<file path="src/rtl/phy_scan_pkg.sv">
package phy_scan_pkg;

  parameter int MDIO_ADDR_W = 5;
  parameter int MDIO_DATA_W = 16;
  parameter int MDIO_REG_W  = 5;

  typedef enum logic [1:0] {
    SC_IDLE  = 2'd0,
    SC_ISSUE = 2'd1,
    SC_WAIT  = 2'd2
  } scan_state_e;

  // Scan index k (0-based) maps to address (k+1) mod 2^W: 1..31 first, 0 last.
  function automatic logic [MDIO_ADDR_W-1:0] probe_addr(input logic [MDIO_ADDR_W-1:0] idx);
    logic [MDIO_ADDR_W:0] sum;
    sum = {1'b0, idx} + 1'b1;
    return sum[MDIO_ADDR_W-1:0];
  endfunction

  // A live transceiver acknowledged and returned a word that is not stuck.
  function automatic logic response_plausible(input logic err,
                                              input logic [MDIO_DATA_W-1:0] data);
    return !err && (data != {MDIO_DATA_W{1'b1}}) && (data != {MDIO_DATA_W{1'b0}});
  endfunction

endpackage

</file>
<file path="src/rtl/phy_scan_cursor.sv">
module phy_scan_cursor
  import phy_scan_pkg::*;
#(
  parameter int ADDR_W = MDIO_ADDR_W
) (
  input  logic              clk,
  input  logic              rst_n,
  input  logic              clear_i,
  input  logic              step_i,
  output logic [ADDR_W-1:0] addr_o,
  output logic              last_o
);
  localparam logic [ADDR_W-1:0] LAST_IDX = {ADDR_W{1'b1}};

  logic [ADDR_W-1:0] idx_q;

  always_ff @(posedge clk or negedge rst_n) begin
    if (!rst_n)       idx_q <= '0;
    else if (clear_i) idx_q <= '0;
    else if (step_i)  idx_q <= idx_q + 1'b1;
  end

  assign addr_o = probe_addr(idx_q);
  assign last_o = (idx_q == LAST_IDX);
endmodule

</file>
<file path="src/rtl/phy_scan_judge.sv">
module phy_scan_judge
  import phy_scan_pkg::*;
#(
  parameter int DATA_W = MDIO_DATA_W
) (
  input  logic              valid_i,
  input  logic              err_i,
  input  logic [DATA_W-1:0] data_i,
  output logic              pass_o,
  output logic              fail_o
);
  logic ok;
  assign ok     = response_plausible(err_i, data_i);
  assign pass_o = valid_i && ok;
  assign fail_o = valid_i && !ok;
endmodule

</file>
<file path="src/rtl/phy_scan_result.sv">
module phy_scan_result #(
  parameter int ADDR_W = 5
) (
  input  logic              clk,
  input  logic              rst_n,
  input  logic              clear_i,
  input  logic              hit_i,
  input  logic              exhaust_i,
  input  logic [ADDR_W-1:0] addr_i,
  output logic              done_o,
  output logic              found_o,
  output logic [ADDR_W-1:0] addr_o
);
  always_ff @(posedge clk or negedge rst_n) begin
    if (!rst_n) begin
      done_o  <= 1'b0;
      found_o <= 1'b0;
      addr_o  <= '0;
    end else if (clear_i) begin
      done_o  <= 1'b0;
      found_o <= 1'b0;
      addr_o  <= '0;
    end else if (hit_i) begin
      done_o  <= 1'b1;
      found_o <= 1'b1;
      addr_o  <= addr_i;
    end else if (exhaust_i) begin
      done_o  <= 1'b1;
    end
  end
endmodule

</file>
<file path="src/rtl/phy_scan.sv">
module phy_scan
  import phy_scan_pkg::*;
#(
  parameter int ADDR_W     = MDIO_ADDR_W,
  parameter int DATA_W     = MDIO_DATA_W,
  parameter int REG_W      = MDIO_REG_W,
  parameter int STATUS_REG = 1
) (
  input  logic              clk,
  input  logic              rst_n,
  input  logic              start_i,
  output logic              rd_req_o,
  output logic [ADDR_W-1:0] rd_phy_o,
  output logic [REG_W-1:0]  rd_reg_o,
  input  logic              rd_done_i,
  input  logic [DATA_W-1:0] rd_data_i,
  input  logic              rd_err_i,
  output logic              busy_o,
  output logic              done_o,
  output logic              found_o,
  output logic [ADDR_W-1:0] phy_addr_o
);
  localparam logic [REG_W-1:0] REG_SEL = REG_W'(STATUS_REG);

  scan_state_e state_q, state_d;

  // Named internal events
  logic start_acc;
  logic resp_seen;
  logic probe_pass;
  logic probe_fail;
  logic cursor_last;
  logic scan_hit;
  logic scan_exhaust;
  logic scan_step;
  logic [ADDR_W-1:0] cur_addr;

  assign start_acc    = start_i && (state_q == SC_IDLE);
  assign resp_seen    = rd_done_i && (state_q == SC_WAIT);
  assign scan_hit     = probe_pass;
  assign scan_exhaust = probe_fail && cursor_last;
  assign scan_step    = probe_fail && !cursor_last;

  phy_scan_cursor #(.ADDR_W(ADDR_W)) u_cursor (
    .clk     (clk),
    .rst_n   (rst_n),
    .clear_i (start_acc),
    .step_i  (scan_step),
    .addr_o  (cur_addr),
    .last_o  (cursor_last)
  );

  phy_scan_judge #(.DATA_W(DATA_W)) u_judge (
    .valid_i (resp_seen),
    .err_i   (rd_err_i),
    .data_i  (rd_data_i),
    .pass_o  (probe_pass),
    .fail_o  (probe_fail)
  );

  phy_scan_result #(.ADDR_W(ADDR_W)) u_result (
    .clk       (clk),
    .rst_n     (rst_n),
    .clear_i   (start_acc),
    .hit_i     (scan_hit),
    .exhaust_i (scan_exhaust),
    .addr_i    (cur_addr),
    .done_o    (done_o),
    .found_o   (found_o),
    .addr_o    (phy_addr_o)
  );

  always_comb begin
    state_d = state_q;
    unique case (state_q)
      SC_IDLE:  if (start_acc) state_d = SC_ISSUE;
      SC_ISSUE: state_d = SC_WAIT;
      SC_WAIT: begin
        if (scan_hit || scan_exhaust) state_d = SC_IDLE;
        else if (scan_step)           state_d = SC_ISSUE;
      end
      default:  state_d = SC_IDLE;
    endcase
  end

  always_ff @(posedge clk or negedge rst_n) begin
    if (!rst_n) state_q <= SC_IDLE;
    else        state_q <= state_d;
  end

  assign rd_req_o = (state_q == SC_ISSUE);
  assign rd_phy_o = cur_addr;
  assign rd_reg_o = REG_SEL;
  assign busy_o   = (state_q != SC_IDLE);
endmodule

</file>
<file path="config.mk">
export PLATFORM = sky130hd
export DESIGN_NAME = phy_scan
export DESIGN_NICKNAME = d
export VERILOG_FILES = /design/src/rtl/phy_scan_pkg.sv /design/src/rtl/phy_scan_cursor.sv /design/src/rtl/phy_scan_judge.sv /design/src/rtl/phy_scan_result.sv /design/src/rtl/phy_scan.sv
export SDC_FILE = /design/constraint.sdc
export NUM_CORES = 1
export LEC_CHECK = 0
export ABC_AREA = 1
export BUFFER_PORTS_ARGS = -buffer_cell sky130_fd_sc_hd__buf_2
export CAP_MARGIN = 20
export CORE_MARGIN = 2
export CORE_UTILIZATION = 35
export DETAILED_ROUTE_END_ITERATION = 7
export PLACE_DENSITY = 0.65
export SLEW_MARGIN = 15
export SYNTH_ARGS = -nofsm -noshare
export SYNTH_HDL_FRONTEND = slang
export SYNTH_SLANG_ARGS = --single-unit
</file>
<file path="constraint.sdc">
create_clock -name clk -period 1.3 [get_ports clk]
set_input_delay 0.39 -clock clk [delete_from_list [all_inputs] [get_ports clk]]
set_output_delay 0.39 -clock clk [all_outputs]
set_load 0.02 [all_outputs]
</file>
* Word-level counts from Yosys, hierarchy flattened *
Index checks and enable logic that the tools add are counted.

operators by class
  multiplexer cells = 13
  eq/ne operators = 6
  reduce and logical (&&, ||, !) cells = 19
  add/sub/neg operators = 2

operators with widths
  operator              number
  $mux 5                4
  $ne 16x16->1 const B  1
  $reduce_bool 16->1    1
  $add 5x1->5 const B   2
  $logic_and 1x1->1     8
  $mux 2                3
  $pmux 2 s3            1
  $reduce_bool 2->1     3
  $eq 5x5->1 const B    1
  $mux 1                5
  $logic_not 1->1       3
  $ne 3x2->1 const B    1
  $reduce_bool 3->1     1
  $eq 2x1->1 const B    1
  $eq 2x2->1 const B    1
  $logic_not 2->1       1
  $ne 2x2->1 const B    1
  $reduce_and 2->1      1
  $logic_or 1x1->1      1

storage, ports and cells
  output and inout bits = 19
  register bits = 14
  bits of input ports = 21
  word-level logic and storage cells = 45

* Depth between registers and ports, before layout *
Gate-level depths: netlist (run 1).

  word-level depth = 9
  mapped depth = 10
  mapped depth without buffers = 10

* Cells and area by module *
Synthesis (run 1) repeated with hierarchy kept, for this count alone.

second synthesis, totals
  cell total of the unflattened synthesis = 134
  area, all modules = 894.6 µm²

modules (own cells, without submodules)
  module           cells an instance  instances  sequential area each (µm²)  area an instance (µm²)
  phy_scan_result  30                 1          175.2                       284.0
  phy_scan_cursor  34                 1          125.1                       269.0
  phy_scan         30                 1          50.0                        182.7
  phy_scan_judge   40                 1          0.0                         158.9

* Worst setup path after synthesis (run 1) *
Ideal clock, no wire load.

  path type = reg2reg
  start point = register u_cursor.idx_q[0]
  end point = register u_cursor.idx_q[4]
  data required time = 1.234 ns
  path buffers = 0
  data arrival time = 1.435 ns
  slack = -0.201 ns
  stages on the path, launching flop included = 8
  setup time = 0.066 ns
  clock period less this slack = 1.501 ns
  cell sequence = dfrtp_1 -> ha_1 -> nand2_1 -> nor2_1 -> ha_1 -> nand2_1 -> or2_0 -> nand2_1

on the way
  cells in the longest elaborated chain, start to end = 4
  elaborated cells on any way between the ends = 7
  classes of those cells = add/sub: 1; eq/ne: 1; mux: 2; reduce/logical: 3

RTL lines
  what                                                                 line                   RTL
  start, declared                                                      phy_scan_cursor.sv:15  logic [ADDR_W-1:0] idx_q;
  start signal, assigned                                               phy_scan_cursor.sv:20  else if (step_i) idx_q <= idx_q + 1'b1;
  parallel branches: the longest is 4 deep, another holds $add 5x1->5  n/a

Parallel ways; which one is timed is not known. The select of a mux whose other input is x is not followed.
A chain may end at the register's enable or synchronous reset.

* Final worst setup path (run 1) *
  start point = register u_cursor.idx_q[1]
  end point = output rd_phy_o[3]

on the way
  cells in the longest elaborated chain, start to end = 1

RTL lines
  what           line                RTL
  $add 5x1->5    phy_scan_pkg.sv:16  sum = {1'b0, idx} + 1'b1;
  end, declared  phy_scan.sv:13      output logic [ADDR_W-1:0] rd_phy_o,

Every way passes these cells.

==> results.py, run 1 <==
metrics = {
    "status": {
        "outcome": "finished, violations left",
        "violations": "setup timing",
    },
    "sta": {
        "min_period_ps": 1770,
        "fin_crit_sh_pct": 136,
        "setup_viol": 16,
        "finClkSkew_ps": 1.62,
        "hold_slack_ps": 288,
        "rsz0062_at_grt": "yes",
        "maxSlewViolCount": 0,
        "hold_viol": 0,
        "tns_ps": -2680,
        "fmax_mhz": 565,
        "timing.final.ws_setup_ps": -469,
    },
    "floorplan": {
        "dieWidth_um": 53.9,
        "coreArea_sq_mm": 0.00241,
        "row_count": 18,
        "die_height_um": 53.9,
        "start_util_pct": 36.1,
        "die_area_sq_mm": 0.00290,
        "io_pins": 40,
    },
    "clock_network": {
        "clk_path_buf_depth": 2,
        "cts_made_buffers": 3,
        "cts_sinks": 14,
        "cts_root_buf": "clkbuf_4",
        "cts_tree": "done",
        "htreeDepth": 1,
        "path_clk_slew_ps": 90,
        "clk_latency_ps": 280,
    },
    "worst_hold_path": {
        "hp-class": "in2reg",
    },
    "placement": {
        "place_hpwl_um": 1560,
        "gp_congestion": 0.823,
        "placed_cells": 193,
        "io_buffers": 34,
        "placed_area_sq_mm": 0.00116,
        "dp_slack_ps": -185,
    },
    "synthesis": {
        "synth-xor-area-share_pct": 2.01,
        "ys_types": 19,
        "synth_compound_area_share_pct": 4.31,
        "ys_seq_area_share_pct": 40.2,
        "yosys_warnings": 0,
        "yosysTopAreaCell": "dfrtp_1",
        "postSynthCellCount": 122,
        "synth_area_leaders": "dfrtp_1 (40%), nand2_1 (14%), nor2_1 (8.2%)",
        "synthSimpleGateAreaFrac_pct": 36.4,
        "synth_top_area_share_pct": 40.2,
        "netlist_area_sq_um": 871,
        "synth_area_per_cell_sq_um": 7.14,
        "muxShareOfSynthArea_pct": 0,
        "synthAdderAreaFrac_pct": 2.87,
        "ys_seq_elements": 14,
        "synth_top_family_by_area": "simple AND/OR/NAND/NOR gates",
    },
    "pwr": {
        "pwr-share-comb_pct": 55.8,
        "powerDensity_mw_per_mm2": 1540,
        "seq_power_share_pct": 29.5,
        "design_power_total_mw": 2.19,
        "ir_drop_mv": 0.943,
        "power.internal_mw": 1.28,
        "swShare_pct": 41.5,
        "power_frac_clock_pct": 14.7,
        "leakagePower_nw": 0.770,
        "switchingPower_uw": 910,
    },
    "final_layout": {
        "nFillCells": 221,
        "syn_to_final_growth_pct": 63.6,
        "nets": 198,
        "fin_util_pct": 59.1,
        "diodes": 0,
        "layout-drive-gt1-share_pct": 46.0,
        "fin_cells": 204,
        "final_cell_area_sq_mm": 0.00143,
    },
    "setup_path": {
        "crit_path_start_kind": "flop",
        "cp_max_fo": 2,
        "arrival_ps": 1380,
        "required_ps": 910,
        "regToRegSetupSlack_ps": -230,
        "path_class": "reg2out",
        "crit_path_end_kind": "output pin",
    },
    "drt": {
        "drt_pass1_iterations": 4,
        "ant_nets": 0,
        "drtIter0Drc": 16,
        "drt-wirelength-per-cell_um": 11.5,
        "num_vias": 920,
        "wl_um": 2340,
        "drc": 0,
        "viasPerCell": 4.51,
    },
    "global_route": {
        "grt_pass1_wl_um": 3530,
        "grt_max_degree": 17,
        "grtUsageTotal_pct": 16.6,
        "grt-ovfl-total": 0,
        "grt_pass1_vias": 855,
        "antenna_found_initial": 0,
    },
    "flow_run": {
        "maxCapViolCount": 0,
    },
}
-- cells in the mapped netlist, drive strengths merged --
cell type  instances
clkbuf             1
o21ai              5
nand2             32
conb               2
or2                3
a21oi              1
inv               18
nor2              20
nand4              2
dfrtp             14
ha                 2
nand3             13
buf                6
o21bai             1
xor2               2
-- layout by cell type, fill, tap and decap left out, types with 5 or more instances in the layout --
cell and count:
nand2_1 29, dfrtp_1 13, buf_6 11, nor2_1 16
conb_1 5, nand3_1 6, nand3_2 6, inv_1 15
buf_2 28, buf_4 10
-- worst max-delay path, stage by stage (launching register included) --
cell and delay [ps]:
dfrtp_1 420, buf_4 150, buf_6 110, nand3_2 80, xor2_2 190, buf_6 150
-- repair_timing --
item / 4_1_cts / 5_1_grt
hold endpoints to repair: 8 / 0
cloned: 1 / 1
pin swaps: 7 / 7
setup buffers: 1 / 3
hold buffers: 1 / 0
resized for setup: 20 / 26
endpoints found under the setup margin: 13 / 19
-- layer usage --
layer	track usage [%]	routed length (um)	up-vias
met5	0	0	-
met4	5.13	38	0
met3	1.11	70	4
met2	31.3	1340	14
met1	19.7	888	437
li1	-	-	465
-- worst paths after layout --
| check | from | to | depth (start not counted) |
|---|---|---|---|
| worst max-delay path | u_cursor.idx_q[1]$_DFFE_PN0P_ | rd_phy_o[3] | 5 |
| min in group asynchronous | rst_n | u_cursor.idx_q[2]$_DFFE_PN0P_ | 2 |
| worst min register to register | u_result.addr_o[3]$_DFFE_PN0P_ | u_result.addr_o[3]$_DFFE_PN0P_ | 2 |
| max in group asynchronous | rst_n | state_q[1]$_DFFE_PN0P_ | 2 |
| worst max register to register | u_cursor.idx_q[1]$_DFFE_PN0P_ | u_cursor.idx_q[3]$_DFFE_PN0P_ | 9 |
| worst min-delay path | rd_done_i | state_q[1]$_DFFE_PN0P_ | 2 |
-- flip-flops by register name (all words and copies together), names as in the netlist --
| signal | flops |
|---|---|
| u_cursor.idx_q | 5 |
| u_result.done_o | 1 |
| u_result.found_o | 1 |
| state_q | 2 |
| u_result.addr_o | 5 |
-- power by group through the flow --
stage          clock, mW  sequential (mW)  combinational (mW)
2_1_floorplan          0            0.678               0.473
3_3_place_gp           0            0.604               0.875
3_5_place_dp           0            0.609               0.894
4_1_cts            0.325            0.629                1.03
5_1_grt            0.353            0.655                1.33
6_report           0.322            0.648                1.22
-- area by class of cell --
cell class	instances	area, sq um	area share [%]
clock buffers	4	36.3	2.55
inverters	18	70.1	4.92
multi-input cells	87	561	39.3
flip-flops and latches	14	352	24.7
well taps	30	37.5	2.63
repair buffers	51	369	25.9
-- kinds of logic after synthesis --
kind of cell,Yosys count
and+or+nand+nor,70
buffers and inverters,25
DFF,14
AOI/OAI and AO/OA,7
xor gates and xnor gates,2
adders and majority gates,2
other,2
(Power assumes the default switching activity.)
==> run 2: changes to the inputs <==
Settings changed: SKIP_LAST_GASP set to 1, TNS_END_PERCENT set to 100.
==> run 2 against run 1 <==
Net effect: the flow still finishes with violations (setup timing); clock power about the same; cell count unchanged; register-to-register slack barely moved; worst setup slack worse by 1.3 ps; critical path depth unchanged; clock-buffer cell count is the same; sequential cell count unchanged; largest cell class unchanged; global-route usage unchanged; clock skew barely moved; wire length decreased by 1.1%; total power decreased by 0.29%; critical path type unchanged; hold slack about the same; highest routed layer unchanged; largest power group unchanged.
==> results.py, run 2 (same netlist as run 1, synthesis figures left out) <==
metrics = {
    "status": {
        "outcome": "finished, violations left",
        "violations": "setup timing",
    },
    "floorplan": {
        "dieWidth_um": 53.9,
        "start_util_pct": 36.1,
        "row_count": 18,
        "io_pins": 40,
        "coreArea_sq_mm": 0.00241,
        "die_area_sq_mm": 0.00290,
        "die_height_um": 53.9,
    },
    "drt": {
        "drc": 0,
        "drt-wirelength-per-cell_um": 11.3,
        "viasPerCell": 4.48,
        "num_vias": 914,
        "drt_pass1_iterations": 4,
        "wl_um": 2310,
        "ant_nets": 0,
        "drtIter0Drc": 16,
    },
    "sta": {
        "fmax_mhz": 565,
        "hold_slack_ps": 288,
        "rsz0062_at_grt": "yes",
        "setup_viol": 16,
        "min_period_ps": 1770,
        "finClkSkew_ps": 1.96,
        "fin_crit_sh_pct": 136,
        "timing.final.ws_setup_ps": -470,
        "maxSlewViolCount": 0,
        "hold_viol": 0,
    },
    "pwr": {
        "powerDensity_mw_per_mm2": 1540,
        "power_frac_clock_pct": 14.7,
        "seq_power_share_pct": 29.5,
        "ir_drop_mv": 0.941,
        "switchingPower_uw": 905,
        "leakagePower_nw": 0.769,
        "pwr-share-comb_pct": 55.7,
        "swShare_pct": 41.4,
        "power.internal_mw": 1.28,
    },
    "clock_network": {
        "htreeDepth": 1,
        "cts_sinks": 14,
        "path_clk_slew_ps": 90,
        "cts_tree": "done",
        "clk_path_buf_depth": 2,
        "cts_made_buffers": 3,
        "clk_latency_ps": 280,
        "cts_root_buf": "clkbuf_4",
    },
    "global_route": {
        "grtUsageTotal_pct": 16.6,
        "grt_max_degree": 17,
        "gr-usage-met3_pct": 1.11,
        "grt-ovfl-total": 0,
        "use_met1_pct": 19.7,
        "top_usage_layer": "met2",
        "grt_pass1_wl_um": 3530,
        "met2_usage_pct": 31.3,
        "antenna_found_initial": 0,
        "grt_pass1_vias": 855,
    },
    "final_layout": {
        "reg_top3": "u_cursor.idx_q: 5 flops, u_result.addr_o: 5 flops, state_q: 2 flops",
        "layout_common_cells": "nand2_1 (29), buf_2 (28), nor2_1 (16)",
        "syn_to_final_growth_pct": 63.1,
        "layout-drive-gt1-share_pct": 45.4,
        "diodes": 0,
        "fin_util_pct": 58.9,
        "nets": 198,
        "nFillCells": 224,
        "final_cell_area_sq_mm": 0.00142,
        "final_common_cell": "nand2_1",
    },
    "flow_run": {
        "maxCapViolCount": 0,
    },
    "setup_path": {
        "critPathTopFamily": "flip-flops",
        "arrival_ps": 1380,
        "critical_path.max_stage_delay_ps": 420,
        "crit_path_start_kind": "flop",
        "cpMostUsedCell": "buf_6",
        "path_cells": "buf_4, buf_6, nand3_2, xor2_2, buf_6",
        "worst-path-buf-inv": 3,
        "path_class": "reg2out",
        "required_ps": 910,
        "cp_slowest_cell": "dfrtp_1",
        "crit_path_end_kind": "output pin",
        "cp_max_fo": 2,
    },
    "placement": {
        "io_buffers": 34,
        "place_hpwl_um": 1560,
        "gp_congestion": 0.823,
        "placed_area_sq_mm": 0.00116,
    },
    "worst_hold_path": {
        "hp-class": "in2reg",
    },
}
run 2: power by group through the flow:
stage	logic, mW	registers (mW)	clock network, mW
after floorplan	0.473	0.678	0
after global routing	1.32	0.654	0.353
after CTS	1.03	0.629	0.325
final	1.22	0.646	0.322
after global placement	0.875	0.604	0
after detailed placement	0.894	0.609	0
run 2: area by class of cell:
class,count,area (sq um),area share [%]
clock buffers,4,36.3,2.56
inverters,18,70.1,4.93
multi-input cells,87,556,39.1
flip-flops and latches,14,352,24.8
well taps,30,37.5,2.64
repair buffers,51,369,26.0
run 2: path summary, 6_finish.rpt:
kind | end | from | depth (start not counted) | slack (ps)
hold reg to reg | u_result.addr_o[3]$_DFFE_PN0P_ | u_result.addr_o[3]$_DFFE_PN0P_ | 2 | 520
min in group asynchronous | u_result.addr_o[2]$_DFFE_PN0P_ | rst_n | 2 | 520
hold / removal | state_q[1]$_DFFE_PN0P_ | rd_done_i | 2 | 290
setup / recovery | rd_phy_o[3] | u_cursor.idx_q[1]$_DFFE_PN0P_ | 5 | -470
max in group asynchronous | state_q[1]$_DFFE_PN0P_ | rst_n | 2 | 520
setup reg to reg | u_cursor.idx_q[3]$_DFFE_PN0P_ | u_cursor.idx_q[1]$_DFFE_PN0P_ | 9 | -230
run 2: through the flow:
step	setup slack [ps]	TNS (ps)	cells	power, mW
finish	-470	-2700	204	2.19
global route	-516	-3660	204	2.33
CTS	-462	-2430	200	1.99
detailed placement	-185	-1330	193	1.50
global placement	-151	-1070	193	1.48
floorplan	-89.0	-239	125	1.15
run 2: what timing repair did:
action / in CTS / in global routing
setup buffers: 1 / 3
pin swaps: 7 / 7
hold buffers: 1 / 0
resized for setup: 20 / 25
hold endpoints to repair: 8 / 0
setup endpoints to repair: 13 / 19
cloned: 1 / 1
run 2: per-layer routing:
| layer | part of all wire [%] | wire (um) |
|---|---|---|
| met4 | 1.6 | 38 |
| met5 | 0 | 0 |
| met2 | 58 | 1330 |
| met1 | 38 | 871 |
| met3 | 3.0 | 70 |
